**src/rtl/cnc_pkg.sv**
```systemverilog
package cnc_pkg;
    localparam int SAMPLE_W = 24;
    localparam int AUX_W    = 4;
    localparam int NUM_CH   = 2;

    typedef logic [SAMPLE_W-1:0] sample_t;
    typedef logic [AUX_W-1:0]    aux_t;

    typedef enum logic [1:0] {
        HOLD_REPEAT = 2'b00,
        HOLD_ZERO   = 2'b01,
        HOLD_PASS   = 2'b10,
        HOLD_RSVD   = 2'b11
    } hold_e;

    typedef struct packed {
        logic    right;
        logic    err;
        sample_t data;
    } word_t;

    // Clear the n lowest bits of a sample.
    function automatic sample_t clear_low(sample_t s, aux_t n);
        sample_t keep;
        keep = {SAMPLE_W{1'b1}} << n;
        return s & keep;
    endfunction
endpackage

```
**src/rtl/conceal_policy.sv**
```systemverilog
module conceal_policy
    import cnc_pkg::*;
(
    input  logic    clk,
    input  logic    rst,
    input  logic    valid,
    input  word_t   word,
    input  hold_e   mode,
    output sample_t data_out
);
    sample_t last_good [NUM_CH];

    generate
        for (genvar g = 0; g < NUM_CH; g++) begin : g_store
            always_ff @(posedge clk) begin
                if (rst) begin
                    last_good[g] <= '0;
                end else if (valid && !word.err && (word.right == 1'(g))) begin
                    last_good[g] <= word.data;
                end
            end
        end
    endgenerate

    always_comb begin
        data_out = word.data;
        if (word.err) begin
            unique case (mode)
                HOLD_REPEAT: data_out = last_good[word.right];
                HOLD_ZERO:   data_out = '0;
                HOLD_PASS,
                HOLD_RSVD:   data_out = word.data;
            endcase
        end
    end
endmodule

```
**src/rtl/word_trunc.sv**
```systemverilog
module word_trunc
    import cnc_pkg::*;
(
    input  logic    en,
    input  aux_t    aux,
    input  sample_t data_in,
    output sample_t data_out
);
    always_comb begin
        data_out = en ? clear_low(data_in, aux) : data_in;
    end
endmodule

```
**src/rtl/conceal_cond.sv**
```systemverilog
module conceal_cond
    import cnc_pkg::*;
(
    input  logic        clk,
    input  logic        rst,
    input  logic        in_valid,
    input  logic [23:0] in_sample,
    input  logic        in_right,
    input  logic        in_err,
    input  logic [3:0]  in_aux,
    input  logic [1:0]  cfg_hold,
    input  logic        cfg_trunc,
    input  logic        cfg_mute,
    input  logic        cfg_deemph,
    output logic        out_valid,
    output logic [23:0] out_sample
);
    word_t   word;
    sample_t concealed;
    sample_t trimmed;
    sample_t chosen;

    assign word = '{right: in_right, err: in_err, data: in_sample};

    conceal_policy u_policy (
        .clk      (clk),
        .rst      (rst),
        .valid    (in_valid),
        .word     (word),
        .mode     (hold_e'(cfg_hold)),
        .data_out (concealed)
    );

    // Trim sits on the de-emphasis path only.
    word_trunc u_trunc (
        .en       (cfg_trunc),
        .aux      (in_aux),
        .data_in  (concealed),
        .data_out (trimmed)
    );

    always_comb begin
        if (cfg_mute) begin
            chosen = '0;
        end else if (cfg_deemph) begin
            chosen = trimmed;
        end else begin
            chosen = concealed;
        end
    end

    always_ff @(posedge clk) begin
        if (rst) begin
            out_valid  <= 1'b0;
            out_sample <= '0;
        end else begin
            out_valid <= in_valid;
            if (in_valid) begin
                out_sample <= chosen;
            end
        end
    end
endmodule

```
**config.mk**
```make
export PLATFORM = sky130hd
export DESIGN_NAME = conceal_cond
export DESIGN_NICKNAME = d
export VERILOG_FILES = /design/src/rtl/cnc_pkg.sv /design/src/rtl/conceal_policy.sv /design/src/rtl/word_trunc.sv /design/src/rtl/conceal_cond.sv
export SDC_FILE = /design/constraint.sdc
export NUM_CORES = 1
export LEC_CHECK = 0
export BUFFER_PORTS_ARGS = -buffer_cell sky130_fd_sc_hd__buf_4
export CAP_MARGIN = 30
export CORE_MARGIN = 2
export CORE_UTILIZATION = 55
export DETAILED_ROUTE_END_ITERATION = 16
export HOLD_SLACK_MARGIN = 0.08
export PLACE_DENSITY = 0.87
export REMOVE_ABC_BUFFERS = 1
export SKIP_CTS_REPAIR_TIMING = 1
export SYNTH_ARGS = -nofsm -noshare
export SYNTH_HDL_FRONTEND = slang
export SYNTH_SLANG_ARGS = --single-unit
```
**constraint.sdc**
```tcl
create_clock -name clk -period 3.93 [get_ports clk]
set_clock_uncertainty 0.05 [all_clocks]
set_input_delay 0.5895 -clock clk [delete_from_list [all_inputs] [get_ports clk]]
set_output_delay 0.5895 -clock clk [all_outputs]
set_load 0.005 [all_outputs]
```
==> out/metrics.cfg <==
[worst_setup_path]
critical_path.cell_chain=buf_4, inv_1, o21ai_2, buf_4
slowest_stage=o21ai_2
start_kind=input pin
crit_top_cell=buf_4
ff2ff_path_depth=3
critical_path_class=in -> reg
worstSetupStartpoint=in_right
arrival_ps=1990
rr_startpoint=u_policy.last_good[0][7]
timing.critical_path.to=u_policy.last_good[1][5]
worstPathMaxFanout=27
cp.required_ps=3910
path_delay_family=buffers and inverters
cp.buffers_inverters=3
critPathMaxStageDelay_ps=530
r2r_setup_slack_ps=2700
r2r_end=out_sample[7]
endpoint_kind=flop
cp.depth=4

[grt]
antenna_found_initial=0
grt_max_degree=28
grt_first_pass_wirelength_microns=11900
grt_pass1_vias=2378
grt_usage=0.241
grt-ovfl-total=0

[drt]
drt-initial-drc-count=123
routedWlPerCell_microns=18.4
antenna_left=0
vias=2449
drc=0
post_drt_via_cell_ratio=5.94
routed_wl_microns=7590
first_pass_iters=5

[floorplanning]
io_pins=63
die_x_microns=82.6
dieArea_sq_um=6820
rows=28
core-area_sq_um=5960
start_util=0.570
fp.dieH_microns=82.6

[sta]
hold_violations=0
setup_violations=0
slew_viol_final=0
fmax_mhz=498
rsz0062_at_grt=no
fin_crit_sh=0.511
relSlewSlack=0.363
setup_tns_ps=0
fin_crit_ps=2010
tightestPinTransition_ps=952

[synthesis]
synth_cell_types=39
synth_cells=272
synth-warning-count=0
ys_ff_latch=73
ys_seq_area_frac=0.572
synth_edf_count=48
syn_area_sq_um=3400
synth.avg_cell_area_sq_um=12.5
synth_ff_type=edfxtp_1
ys_async_sr_fraction=0

[finish]
drive_gt1_frac=0.344
diodes=0
ff_latch_area_sq_um=1940
nNetsFinal=370
fin_cells=412
syn2layout_area_growth_pct=21.0
fill_cells=418
multi_input_area_sq_um=1320

[pwr]
ir_drop_mv=0.349
p_per_area_nw_per_um2=417
switching_share=0.222
switchingPower_mw=0.381
p_leak_nw=1.59
power_mw=1.72
pwr-share-seq=0.513
intPower_mw=1.33
power_frac_comb=0.111
clockPowerShare=0.376

[clocking]
clk_latency_ps=340
numCtsBuffers=9
cts_sinks=73
htree_levels=3
clk_pin_slew_worst_paths_ps=70
cts_root_buffer=clkbuf_8
cts_buffer_depth=2
cts_tree=yes

[place]
placed_cells=396
gp_congestion=0.820
port_buffers=62
dp_hpwl_microns=5150

[job]
maxCapViolations=0

[min_path]
worstHoldPathCells=2
hp-class=reg -> reg

[run_status]
status=complete, no violations

## layer usage
layer	wire [microns]	global-route usage	up-vias
met1	3150	0.292	1233
met4	113	0.0787	0
met2	3930	0.411	76
met5	0	0	-
li1	-	-	1130
met3	400	0.0728	10
## cells by family (layout without fill, tap and decap cells)
logic type / after synthesis / count (layout) / synth area share
buffers and inverters: 22 / 87 / 0.0424
AOI/OAI and AO/OA: 62 / 62 / 0.140
muxes: 24 / 24 / 0.0884
DFF: 73 / 73 / 0.572
and+or+nand+nor: 91 / 91 / 0.158
## worst min path at each step
stage	start	endpoint	slack, ps
floorplan	out_sample[15]	out_sample[15]	400
detailed placement	out_sample[20]	out_sample[20]	400
CTS	out_sample[23]	out_sample[23]	410
finish	out_sample[21]	out_sample[21]	410
global route	out_sample[16]	out_sample[16]	450
global placement	out_sample[21]	out_sample[21]	390
## cell usage after synthesis, types with 2 or more instances
cell      instances  area [sq um]
and2_1           48           300
edfxtp_1         48          1440
dfxtp_1          25           500
nand2_1          18          67.6
mux2_2           16           180
o21ai_0          13          65.1
a22oi_1          11          82.6
buf_2             8          40.0
mux2_4            8           120
a211oi_1          7          52.6
nor2b_1           7          43.8
a21oi_1           6          30.0
a22o_1            5          43.8
a221oi_2          4          60.1
inv_1             4          15.0
nand3_1           4          20.0
nor2_1            4          15.0
a222oi_1          3          30.0
a32o_1            3          30.0
buf_4             3          22.5
buf_6             3          33.8
nand2b_1          3          18.8
a221oi_1          2          17.5
clkbuf_1          2          7.51
nor3b_1           2          15.0
o211ai_1          2          15.0
## power groups by stage
| stage | clock network (mW) | registers [mW] | logic, mW |
|---|---|---|---|
| floorplan | 0 | 0.895 | 0.0935 |
| global placement | 0 | 0.895 | 0.181 |
| detailed placement | 0 | 0.897 | 0.189 |
| CTS | 0.654 | 0.880 | 0.191 |
| global route | 0.692 | 0.884 | 0.206 |
| finish | 0.644 | 0.880 | 0.191 |
## worst reg2reg max path, stage by stage (launching register included)
cell and delay (ps):
edfxtp_1 380, mux2_4 270, a22o_1 190, a32o_1 240
## flip-flops by register name, indices dropped and copies added, names as in the netlist
| register | count |
|---|---|
| u_policy.last_good | 48 |
| out_valid | 1 |
| out_sample | 24 |
## area by class of cell
class / count / share of cell area
timing repair buffer: 67 / 0.126
clock buffer: 11 / 0.0344
tap: 75 / 0.0228
sequential: 73 / 0.473
multi-input combinational: 177 / 0.321
clock inverter: 5 / 0.0195
inverter: 4 / 0.00365
## cell usage in the layout (no fill, tap or decap), types with 2 or more instances in the layout
cell type / count
a211oi_1: 7
a21oi_1: 6
a221oi_1: 2
a221oi_2: 4
a222oi_1: 3
a22o_1: 5
a22oi_1: 11
a32o_1: 3
and2_1: 48
buf_4: 65
buf_8: 2
bufinv_16: 2
clkbuf_8: 10
clkinvlp_4: 2
dfxtp_1: 25
edfxtp_1: 48
inv_1: 4
mux2_2: 16
mux2_4: 8
nand2_1: 18
nand2b_1: 3
nand3_1: 4
nor2_1: 4
nor2b_1: 7
nor3b_1: 2
o211ai_1: 2
o21ai_0: 11
o21ai_2: 2
## stage by stage
stage	worst slack (ps)	util	instance area, sq um	hold slack, ps
after detailed placement	1590	0.653	3890	396
after floorplan	885	-	3270	399
final	1920	0.690	4110	406
after CTS	1940	0.690	4110	413
after global placement	1620	0.648	3860	389
after global routing	1860	0.690	4110	449
Note: power is estimated with default switching activity, not from simulation.
